### src/rtl/i2s_ser_pkg.sv
package i2s_ser_pkg;

    localparam int SER_MAX_DATA  = 32;
    localparam int SER_MAX_FRAME = 64;
    localparam int DLW = $clog2(SER_MAX_DATA);
    localparam int FLW = $clog2(SER_MAX_FRAME);
    localparam int CW  = FLW + 1;

    typedef logic [DLW-1:0]              dlen_t;
    typedef logic [FLW-1:0]              flen_t;
    typedef logic [SER_MAX_DATA-1:0]     sample_t;
    typedef logic [2*SER_MAX_DATA-1:0]   pair_t;

    typedef enum logic {
        SLOT_LEFT  = 1'b0,
        SLOT_RIGHT = 1'b1
    } slot_e;

    typedef struct packed {
        dlen_t data_len_m1;
        flen_t frame_len_m1;
        flen_t position;
        logic  mono;
        logic  swap;
        logic  left_just;
        logic  sck_pol;
        logic  ws_pol;
    } ser_cfg_t;

    typedef struct packed {
        slot_e         slot;
        logic [CW-1:0] offset;
    } slot_pos_t;

    // Number of bit periods in one whole frame.
    function automatic logic [CW-1:0] frame_bits(ser_cfg_t c);
        return {1'b0, c.frame_len_m1} + CW'(1);
    endfunction

    // Bit periods per channel half.
    function automatic logic [CW-1:0] half_bits(ser_cfg_t c);
        return frame_bits(c) >> 1;
    endfunction

    // Map the logical bit index of a frame to its channel and offset.
    function automatic slot_pos_t locate(ser_cfg_t c, flen_t k);
        slot_pos_t     p;
        logic [CW-1:0] h;
        logic [CW-1:0] kk;
        h  = half_bits(c);
        kk = {1'b0, k};
        if (kk >= h) begin
            p.slot   = SLOT_RIGHT;
            p.offset = kk - h;
        end else begin
            p.slot   = SLOT_LEFT;
            p.offset = kk;
        end
        return p;
    endfunction

    // Choose the sample that feeds a channel half.
    function automatic sample_t pick_sample(ser_cfg_t c, pair_t w, slot_e s);
        sample_t lo;
        sample_t hi;
        sample_t r;
        lo = w[SER_MAX_DATA-1:0];
        hi = w[2*SER_MAX_DATA-1:SER_MAX_DATA];
        if (s == SLOT_LEFT) begin
            r = c.swap ? hi : lo;
        end else if (c.mono) begin
            r = '0;
        end else begin
            r = c.swap ? lo : hi;
        end
        return r;
    endfunction

    // Word-select level (before polarity) while logical bit k is on the line.
    // Classic timing leads the data by one bit period.
    function automatic logic ws_level(ser_cfg_t c, flen_t k);
        logic [CW-1:0] b;
        b = {1'b0, k} + (c.left_just ? CW'(0) : CW'(1));
        if (b >= frame_bits(c)) begin
            b = b - frame_bits(c);
        end
        return b >= half_bits(c);
    endfunction

endpackage

### src/rtl/i2s_bit_clock.sv
module i2s_bit_clock
    import i2s_ser_pkg::*;
#(
    parameter int DIV_W = 8
) (
    input  logic             clk,
    input  logic             rst,
    input  logic             run,
    input  logic [DIV_W-1:0] div_m1,
    output logic             sck_raw,
    output logic             bit_end
);

    logic [DIV_W-1:0] cnt_q;
    logic             phase_q;
    logic             half_end;

    assign half_end = run && (cnt_q == div_m1);
    assign bit_end  = half_end && phase_q;
    assign sck_raw  = phase_q;

    always_ff @(posedge clk) begin
        if (rst || !run) begin
            cnt_q   <= '0;
            phase_q <= 1'b0;
        end else if (half_end) begin
            cnt_q   <= '0;
            phase_q <= !phase_q;
        end else begin
            cnt_q   <= cnt_q + DIV_W'(1);
        end
    end

endmodule

### src/rtl/i2s_frame_seq.sv
module i2s_frame_seq
    import i2s_ser_pkg::*;
(
    input  logic  clk,
    input  logic  rst,
    input  logic  en,
    input  logic  bit_end,
    input  flen_t frame_len_m1,
    input  logic  fifo_valid,
    output logic  running,
    output flen_t kcnt,
    output logic  load,
    output logic  pop,
    output logic  underrun
);

    logic  running_q;
    flen_t kcnt_q;
    logic  frame_end;

    assign frame_end = bit_end && (kcnt_q == frame_len_m1);
    assign load      = en && (!running_q || frame_end);
    assign pop       = load && fifo_valid;
    assign underrun  = load && !fifo_valid;
    assign running   = running_q;
    assign kcnt      = kcnt_q;

    always_ff @(posedge clk) begin
        if (rst || !en) begin
            running_q <= 1'b0;
            kcnt_q    <= '0;
        end else begin
            running_q <= 1'b1;
            if (frame_end) begin
                kcnt_q <= '0;
            end else if (bit_end) begin
                kcnt_q <= kcnt_q + FLW'(1);
            end
        end
    end

    // the bit index never leaves the programmed frame
    p_kcnt_in_frame_r3: assert property (@(posedge clk) disable iff (rst)
        running_q |-> (kcnt_q <= frame_len_m1));

endmodule

### src/rtl/i2s_slot_mux.sv
module i2s_slot_mux
    import i2s_ser_pkg::*;
(
    input  logic     clk,
    input  logic     rst,
    input  ser_cfg_t cfg,
    input  logic     running,
    input  flen_t    kcnt,
    input  logic     load,
    input  logic     fifo_valid,
    input  pair_t    fifo_word,
    output logic     sd_bit,
    output logic     ws_raw
);

    pair_t         pair_q;
    slot_pos_t     pos;
    sample_t       smp;
    logic [CW-1:0] rel;
    logic          in_win;
    dlen_t         idx;

    always_ff @(posedge clk) begin
        if (rst) begin
            pair_q <= '0;
        end else if (load) begin
            pair_q <= fifo_valid ? fifo_word : '0;
        end
    end

    always_comb begin
        pos    = locate(cfg, kcnt);
        smp    = pick_sample(cfg, pair_q, pos.slot);
        rel    = pos.offset - {1'b0, cfg.position};
        in_win = (pos.offset >= {1'b0, cfg.position}) &&
                 (rel <= CW'(cfg.data_len_m1));
        idx    = cfg.data_len_m1 - rel[DLW-1:0];
        sd_bit = running && in_win && smp[idx];
        ws_raw = running && ws_level(cfg, kcnt);
    end

endmodule

### src/rtl/i2s_tx_serializer.sv
module i2s_tx_serializer
    import i2s_ser_pkg::*;
#(
    parameter int DIV_W = 8
) (
    input  logic                      clk,
    input  logic                      rst,
    input  logic                      en,
    input  logic [DIV_W-1:0]          cfg_div_m1,
    input  logic [DLW-1:0]            cfg_data_len_m1,
    input  logic [FLW-1:0]            cfg_frame_len_m1,
    input  logic [FLW-1:0]            cfg_position,
    input  logic                      cfg_mono,
    input  logic                      cfg_swap,
    input  logic                      cfg_left_just,
    input  logic                      cfg_sck_pol,
    input  logic                      cfg_ws_pol,
    input  logic                      fifo_valid,
    input  logic [2*SER_MAX_DATA-1:0] fifo_word,
    output logic                      fifo_pop,
    output logic                      sck,
    output logic                      ws,
    output logic                      sd,
    output logic                      underrun
);

    ser_cfg_t cfg;
    logic     running;
    logic     sck_raw;
    logic     bit_end;
    logic     load;
    flen_t    kcnt;
    logic     ws_raw;

    always_comb begin
        cfg.data_len_m1  = cfg_data_len_m1;
        cfg.frame_len_m1 = cfg_frame_len_m1;
        cfg.position     = cfg_position;
        cfg.mono         = cfg_mono;
        cfg.swap         = cfg_swap;
        cfg.left_just    = cfg_left_just;
        cfg.sck_pol      = cfg_sck_pol;
        cfg.ws_pol       = cfg_ws_pol;
    end

    i2s_bit_clock #(.DIV_W(DIV_W)) clk_gen_i (
        .clk     (clk),
        .rst     (rst),
        .run     (running),
        .div_m1  (cfg_div_m1),
        .sck_raw (sck_raw),
        .bit_end (bit_end)
    );

    i2s_frame_seq seq_i (
        .clk          (clk),
        .rst          (rst),
        .en           (en),
        .bit_end      (bit_end),
        .frame_len_m1 (cfg_frame_len_m1),
        .fifo_valid   (fifo_valid),
        .running      (running),
        .kcnt         (kcnt),
        .load         (load),
        .pop          (fifo_pop),
        .underrun     (underrun)
    );

    i2s_slot_mux mux_i (
        .clk        (clk),
        .rst        (rst),
        .cfg        (cfg),
        .running    (running),
        .kcnt       (kcnt),
        .load       (load),
        .fifo_valid (fifo_valid),
        .fifo_word  (fifo_word),
        .sd_bit     (sd),
        .ws_raw     (ws_raw)
    );

    assign sck = sck_raw ^ cfg.sck_pol;
    assign ws  = ws_raw ^ cfg.ws_pol;

    // data holds while the bit clock (polarity removed) is high
    p_sd_hold_high_r2: assert property (@(posedge clk) disable iff (rst)
        (running && $past(running) && sck_raw && $past(sck_raw)) |-> $stable(sd));

    // every falling edge of the bit clock advances the bit index
    p_bit_advance_r3: assert property (@(posedge clk) disable iff (rst)
        (running && $past(running) && $fell(sck_raw)) |-> (kcnt != $past(kcnt)));

    // a consumed word always starts a frame at bit 0
    p_pop_frame_start_r8: assert property (@(posedge clk) disable iff (rst)
        fifo_pop |=> (kcnt == '0));

    // the error flag is a single-cycle pulse
    p_underrun_pulse_r9: assert property (@(posedge clk) disable iff (rst)
        underrun |=> !underrun);

    // no word is consumed while reporting an empty FIFO
    p_underrun_no_pop_r9: assert property (@(posedge clk) disable iff (rst)
        underrun |-> !fifo_pop);

endmodule

### config.mk
export PLATFORM = sky130hd
export DESIGN_NAME = i2s_tx_serializer
export DESIGN_NICKNAME = d
export VERILOG_FILES = /design/src/rtl/i2s_ser_pkg.sv /design/src/rtl/i2s_bit_clock.sv /design/src/rtl/i2s_frame_seq.sv /design/src/rtl/i2s_slot_mux.sv /design/src/rtl/i2s_tx_serializer.sv
export SDC_FILE = /design/constraint.sdc
export NUM_CORES = 1
export LEC_CHECK = 0
export CORE_MARGIN = 1.5
export CORE_UTILIZATION = 25
export CTS_BUF_LIST = sky130_fd_sc_hd__clkbuf_2
export CTS_CLUSTER_DIAMETER = 150
export DETAILED_ROUTE_END_ITERATION = 7
export DONT_BUFFER_PORTS = 1
export SYNTH_ARGS = -nofsm -noshare
export SYNTH_HDL_FRONTEND = slang
export SYNTH_SLANG_ARGS = --single-unit
### constraint.sdc
create_clock -name clk -period 13.5 [get_ports clk]
set_input_delay 0.675 -clock clk [delete_from_list [all_inputs] [get_ports clk]]
set_output_delay 0.675 -clock clk [all_outputs]
set_load 0.01 [all_outputs]
After elaboration in Yosys (flattened, before gate mapping)
Index checks and enable logic that the tools add are counted.
{"block": "totals", "ff_bits": 80, "latchBits": 0, "mem_bits_rw": 0, "romBits": 0, "inputBits": 98, "output_inout_bits": 5, "elab_cells": 53, "mem_count": 0}
{"block": "op_classes", "add_sub_neg": 8, "multipliers": 0, "div": 0, "n_lt_le_gt_ge": 6, "n_eq_ne": 2, "shift": 0, "n_mux": 11, "bitwise_logic": 2, "reduce_logical": 19}
{"cell": "2-to-1 mux 32 bit", "count": 4}
{"cell": "2-to-1 mux 64 bit", "count": 1}
{"cell": ">= comparator 7 x 6 -> 1 bit", "count": 2}
{"cell": "logical AND 1 bit", "count": 10}
{"cell": "adder 8 x 1 -> 8 bit (second input constant)", "count": 1}
{"cell": "== test 8 bit", "count": 1}
{"cell": "2-to-1 mux 8 bit", "count": 1}
{"cell": "adder 6 x 1 -> 7 bit (second input constant)", "count": 1}
{"cell": "adder 6 x 7 -> 7 bit", "count": 1}
{"cell": ">= comparator 7 bit", "count": 1}
{"cell": "less-or-equal comparator 7 x 5 -> 1 bit", "count": 1}
{"cell": "2-to-1 mux 7 bit", "count": 1}
{"cell": "subtractor 6 x 6 -> 7 bit", "count": 1}
{"cell": "subtractor 7 x 6 -> 7 bit", "count": 1}
{"cell": "subtractor 7 bit", "count": 1}
{"cell": "adder 6 x 1 -> 6 bit (second input constant)", "count": 1}
{"cell": "== test 6 bit", "count": 1}
{"cell": ">= comparator 6 bit", "count": 1}
{"cell": "< comparator 5 x 6 -> 1 bit (second input constant)", "count": 1}
{"cell": "binary-select mux 1 bit (select 5 bit)", "count": 1}
{"cell": "subtractor 5 bit", "count": 1}
{"cell": "logical NOT 1 bit", "count": 4}
{"cell": "OR reduction 2 bit", "count": 2}
{"cell": "logical OR 1 bit", "count": 3}
{"cell": "other kinds (2)", "count": 5}

Longest topological paths before layout
{"block": "logic_depth", "depth_word": 8, "ltp_mapped": 24, "mapped_depth_nobuf": 24}

Hierarchy
A second synthesis with hierarchy kept.
{"block": "hier_totals", "cells_unflattened": 675, "area_unflattened_um2": 5406.4}
{"mod": "i2s_slot_mux", "instances": 1, "cells_each": 584, "area_per_inst_um2": 4570.6, "seq_area_each_um2": 1281.2}
{"mod": "i2s_bit_clock", "instances": 1, "cells_each": 49, "area_per_inst_um2": 452.9, "seq_area_each_um2": 180.2}
{"mod": "i2s_frame_seq", "instances": 1, "cells_each": 40, "area_per_inst_um2": 365.4, "seq_area_each_um2": 140.1}
{"mod": "i2s_tx_serializer", "instances": 1, "cells_each": 2, "area_per_inst_um2": 17.5, "seq_area_each_um2": 0.0}

Least setup slack after synthesis
OpenSTA, ideal clock, no wires.
{"block": "synth_path", "path_kind": "input port to output port", "from": "in cfg_frame_len_m1[0]", "to": "out sd", "arrival_ns": 5.050, "t_required_ns": 12.825, "path_slack_ns": 7.775, "stages": 20, "n_path_buf": 0, "path_cell_list": "ha_1 -> xnor2_1 -> ha_1 -> nand2_1 -> o21ai_0 -> maj3_1 -> a21oi_2 -> nand2_2 -> nand2_1 -> o21ai_0 -> ha_1 -> fa_1 -> inv_1 -> fa_1 -> xnor2_1 -> nand2b_1 -> o311ai_0 -> nor4_1 -> nor4_1 -> a211oi_2"}
{"block": "synth_via", "elab_chain_len": 8, "word_cells_on_any_way": 14, "cone_classes": "add/sub (4); order compare (3); mux (4); reduce/logical (3)"}
{"element": "from (decl)", "line_no": "i2s_tx_serializer.sv:11", "rtl": "input logic [FLW-1:0] cfg_frame_len_m1,"}
{"element": "adder 6 x 1 -> 7 bit *", "line_no": "i2s_ser_pkg.sv:37", "rtl": "return {1'b0, c.frame_len_m1} + CW'(1);"}
{"element": "subtractor 6 x 6 -> 7 bit / >= comparator 6 bit (equally long branches)", "line_no": "i2s_ser_pkg.sv:54, i2s_ser_pkg.sv:52"}
{"element": "2-to-1 mux 8 bit *", "line_no": "i2s_ser_pkg.sv:52", "rtl": "if (kk >= h) begin"}
{"element": "subtractor 7 x 6 -> 7 bit", "line_no": "i2s_slot_mux.sv:34", "rtl": "rel = pos.offset - {1'b0, cfg.position};"}
{"element": "subtractor 5 bit / less-or-equal comparator 7 x 5 -> 1 bit (equally long branches)", "line_no": "i2s_slot_mux.sv:37, i2s_slot_mux.sv:36"}
{"element": "binary-select mux 1 bit (select 5 bit) / logical AND 1 bit (equally long branches)", "line_no": "i2s_slot_mux.sv:38, i2s_slot_mux.sv:35"}
{"element": "2-to-1 mux 1 bit (not written as such) / logical AND 1 bit (equally long branches)", "line_no": "i2s_slot_mux.sv:38", "rtl": "sd_bit = running && in_win && smp[idx];"}
{"element": "logical AND 1 bit *", "line_no": "i2s_slot_mux.sv:38"}
{"element": "to (decl)", "line_no": "i2s_tx_serializer.sv:23", "rtl": "output logic sd,"}
Every way passes the cells marked *; elsewhere a longest branch is shown, timed or not. The select of a mux whose other input is x is not followed.

Worst setup path in the final report
{"block": "layout_path", "from": "reg seq_i.kcnt_q[2], in the netlist seq_i.kcnt[2]", "to": "out sd"}
{"block": "layout_via", "elab_chain_len": 7, "word_cells_on_any_way": 13, "cone_classes": "add/sub (3); order compare (3); mux (4); reduce/logical (3)"}
{"element": "from (decl)", "line_no": "i2s_frame_seq.sv:18", "rtl": "flen_t kcnt_q;"}
{"element": "from (signal assigned)", "line_no": "i2s_frame_seq.sv:37", "rtl": "kcnt_q <= kcnt_q + FLW'(1);"}
{"element": "subtractor 6 x 6 -> 7 bit / >= comparator 6 bit (equally long branches)", "line_no": "i2s_ser_pkg.sv:54, i2s_ser_pkg.sv:52"}
{"element": "2-to-1 mux 8 bit *", "line_no": "i2s_ser_pkg.sv:52"}
{"element": "subtractor 7 x 6 -> 7 bit", "line_no": "i2s_slot_mux.sv:34"}
{"element": "subtractor 5 bit / less-or-equal comparator 7 x 5 -> 1 bit (equally long branches)", "line_no": "i2s_slot_mux.sv:37, i2s_slot_mux.sv:36"}
{"element": "binary-select mux 1 bit (select 5 bit) / logical AND 1 bit (equally long branches)", "line_no": "i2s_slot_mux.sv:38, i2s_slot_mux.sv:35"}
{"element": "2-to-1 mux 1 bit (not written as such) / logical AND 1 bit (equally long branches)", "line_no": "i2s_slot_mux.sv:38"}
{"element": "logical AND 1 bit *", "line_no": "i2s_slot_mux.sv:38"}
Marks and branches as above.

==> qor.txt <==
first-pass GRT wire length - 23,840 um
syn_nets - 839
fin nets - 808
Multi-input gate area - 3605 um^2
clock root cell - clkbuf_2
CP startpoint kind - register
H-Tree Level Count - 3
FP Rows - 54
Worst Path Required - 12.82 ns
Synth Instances - 703
total gr overflow - 0
Sequential cell area - 1602 um^2
CP Capture Type - output port
number of synthesized flops with an enable pin - 0
RSZ-0062 raised after global routing - no
Clock Sinks - 80
Tightest Hold Check Type - input port to register
GR peak layer - met2
skew final - 0.03502 ns
VDD IR max - 0.00003668 V
gr usage total - 13.62%
slew margin rel. - 28.78%
post-CTS setup buffers - 0
P per Cell Area - 89.49 nW/um^2
asr flop ratio synth - 0%
post-synthesis sequential area ratio - 29.15%
CP cell instances - ha_1, a21oi_1, o21ai_0, maj3_1, a21oi_2, nand2_2, nand2_1, o21ai_0, ha_1, fa_1, inv_1, fa_1, xnor2_1, nand2b_1, o311ai_0, nor4_1, nor4_1, a211oi_2
RePlAce Congestion - 0.9059
crit path kind - register to output port
layout cell share with drive strength beyond 1 - 5.170%
Horiz. Die Dim - 151.2 um
# IOs - 103
Via density - 4.991
total negative setup slack - 0 ns
Post-CTS Hold Fix Bufs - 0
Total Wirelength - 15,830 um
routed vias - 4,796
Detailed Routing Iterations Pass 1 - 6
Seq cells post-synth - 80
status - finished, final reports clean
area leader, netlist - dfxtp_1
GR met2 Demand/Resource - 22.18%
CTS max path bufs - 2
initial antenna violation count - 3
FILL cells - 2,339
worst hold margin - 0.1437 ns
Synth Cell Area - 5494 um^2
DR DRC count - 0
Iter 0 DRT Violations - 328
Critical Path Max Stage Delay - 0.66 ns
Leak - 2.103 nW
most common library cells after synthesis - 95 x nand2_1, 80 x dfxtp_1, 80 x nand3_1, 79 x a21oi_1, 37 x xnor2_1
Max-Cap Viols - 0
fin crit period - 6.699 ns
Clock Pin Slew Worst Setup and Hold Paths - 0.23 ns
most frequent cell after synthesis - nand2_1
Final period util - 49.62%
Slew Viols, Final - 0
CTS Buf Count - 9
CP Max Fanout - 10
# resized after CTS - 0
clock latency on the worst-skew pair - 0.57 ns
Antenna Nets Post-Route - 0
FF-to-FF setup slack - 10.03 ns
Post-DP Area - 5687 um^2
Die Span Y - 151.2 um
Avg Inst Size Synth - 7.815 um^2
Starting Density - 25.33%
Post-Layout Inst Area - 5809 um^2
Setup-failing EPs final - 0
CTS tree - yes
yosys warns - 0
GR met1 Demand/Resource - 16.09%
main area contributors after synthesis - dfxtp_1 29%, ha_1 7.7%, nand3_1 7.3%, a21oi_1 7.2%, nand2_1 6.5%
IO Port Bufs - 0
final hold vios - 0
Area Growth Syn to Fin - 5.739%
die area - 22,880 um^2
Slowest cell on crit path - dfxtp_1
HPWL Detailed - 12,380 um
Synth Flop Type - dfxtp_1
DR WL/cell - 16.47 um
pin count of the biggest net entering global routing - 68
Yosys cell types - 68
core area - 21,690 um^2
Max Freq - 149.3 MHz
Slew @ Worst Pin - 1.068 ns
number of global-route vias before repair - 4,491
WP data arrival - 6.02 ns
GR Util met3 - 5.361%
post-synth top area share - 29.15%
where the power goes:
part	internal [mW]	switching, mW	total, mW
registers	0.244	0.00519	0.249
clock network	0.0443	0.0839	0.128
logic	0.0573	0.0852	0.142
sequential cells by signal, summed over array words and instances, names as in the netlist:
name and count:
clk_gen_i.cnt_q 8, clk_gen_i.sck_raw 1, mux_i.pair_q 64, seq_i.kcnt 6, seq_i.running 1
stage by stage:
step	cells	setup WS (ns)	utilization, %	power [mW]
after floorplan	703	7.775	-	0.3699
after global placement	941	6.925	26.22	0.3943
after detailed placement	941	6.797	26.22	0.3958
after CTS	957	6.767	26.74	0.5245
after global routing	959	6.392	26.76	0.5516
final	961	6.801	26.79	0.5199
per-layer routing:
metal | part of all wire (%) | vias up
li1 | - | 2441
met1 | 42 | 2221
met2 | 47 | 107
met3 | 8.7 | 27
met4 | 2.6 | 0
met5 | 0 | -
final cells by class:
class | instances | share of cell area (%)
Tap cell | 280 | 6.031
Multi-Input combinational cell | 548 | 62.05
Sequential cell | 80 | 27.57
Timing Repair Buffer | 1 | 0.1292
Inverter | 32 | 2.111
Clock buffer | 11 | 0.9477
Clock inverter | 5 | 0.9907
Antenna cell | 4 | 0.1723
placed cells by master, fill, tap and decap left out, types with 3 or more instances in the layout:
| cell | n |
|---|---|
| a221oi_1 | 19 |
| nor2_1 | 31 |
| fa_1 | 4 |
| nor4_1 | 10 |
| a21boi_0 | 12 |
| o311ai_0 | 3 |
| a211o_1 | 4 |
| inv_1 | 31 |
| or3_1 | 3 |
| o32ai_1 | 3 |
| nand2_1 | 94 |
| and3_1 | 6 |
| a31oi_1 | 4 |
| xor2_1 | 20 |
| o21ai_0 | 16 |
| nand4_1 | 4 |
| ha_1 | 34 |
| xnor2_1 | 37 |
| nand2b_1 | 9 |
| nor2b_1 | 7 |
| a21oi_1 | 79 |
| a21o_1 | 7 |
| maj3_1 | 4 |
| clkbuf_2 | 11 |
| a211oi_1 | 6 |
| dfxtp_1 | 80 |
| nand3_1 | 80 |
| o31ai_1 | 3 |
| diode_2 | 4 |
cell families after synthesis:
| family | Yosys count | synth area share [%] |
|---|---|---|
| DFF | 80 | 29.15 |
| AOI/OAI and AO/OA | 178 | 21.29 |
| muxes | 5 | 0.9792 |
| and+or+nand+nor | 261 | 22.61 |
| adders and majority gates | 44 | 10.34 |
| buffers and inverters | 75 | 5.306 |
| xor gates and xnor gates | 60 | 10.32 |
worst max-delay path: cells and delay by family (launching register included):
family                   cells  cell delay (ns)
AO/OA/AOI/OAI                6             1.35
XOR/XNOR                     1             0.32
adder cells (fa/ha/maj)      5             2.02
buffers and inverters        1             0.07
flip-flops                   1             0.66
AND/OR/NAND/NOR              5             1.03
worst paths after layout:
path	end	from	cells past startpoint
worst min register to register	mux_i.pair_q[62]	mux_i.pair_q[62]	2
worst min-delay path	mux_i.pair_q[32]	rst	1
worst max-delay path	sd	seq_i.kcnt[2]	18
worst max register to register	mux_i.pair_q[39]	clk_gen_i.cnt_q[5]	9
Power figures use the tool's default switching activity.
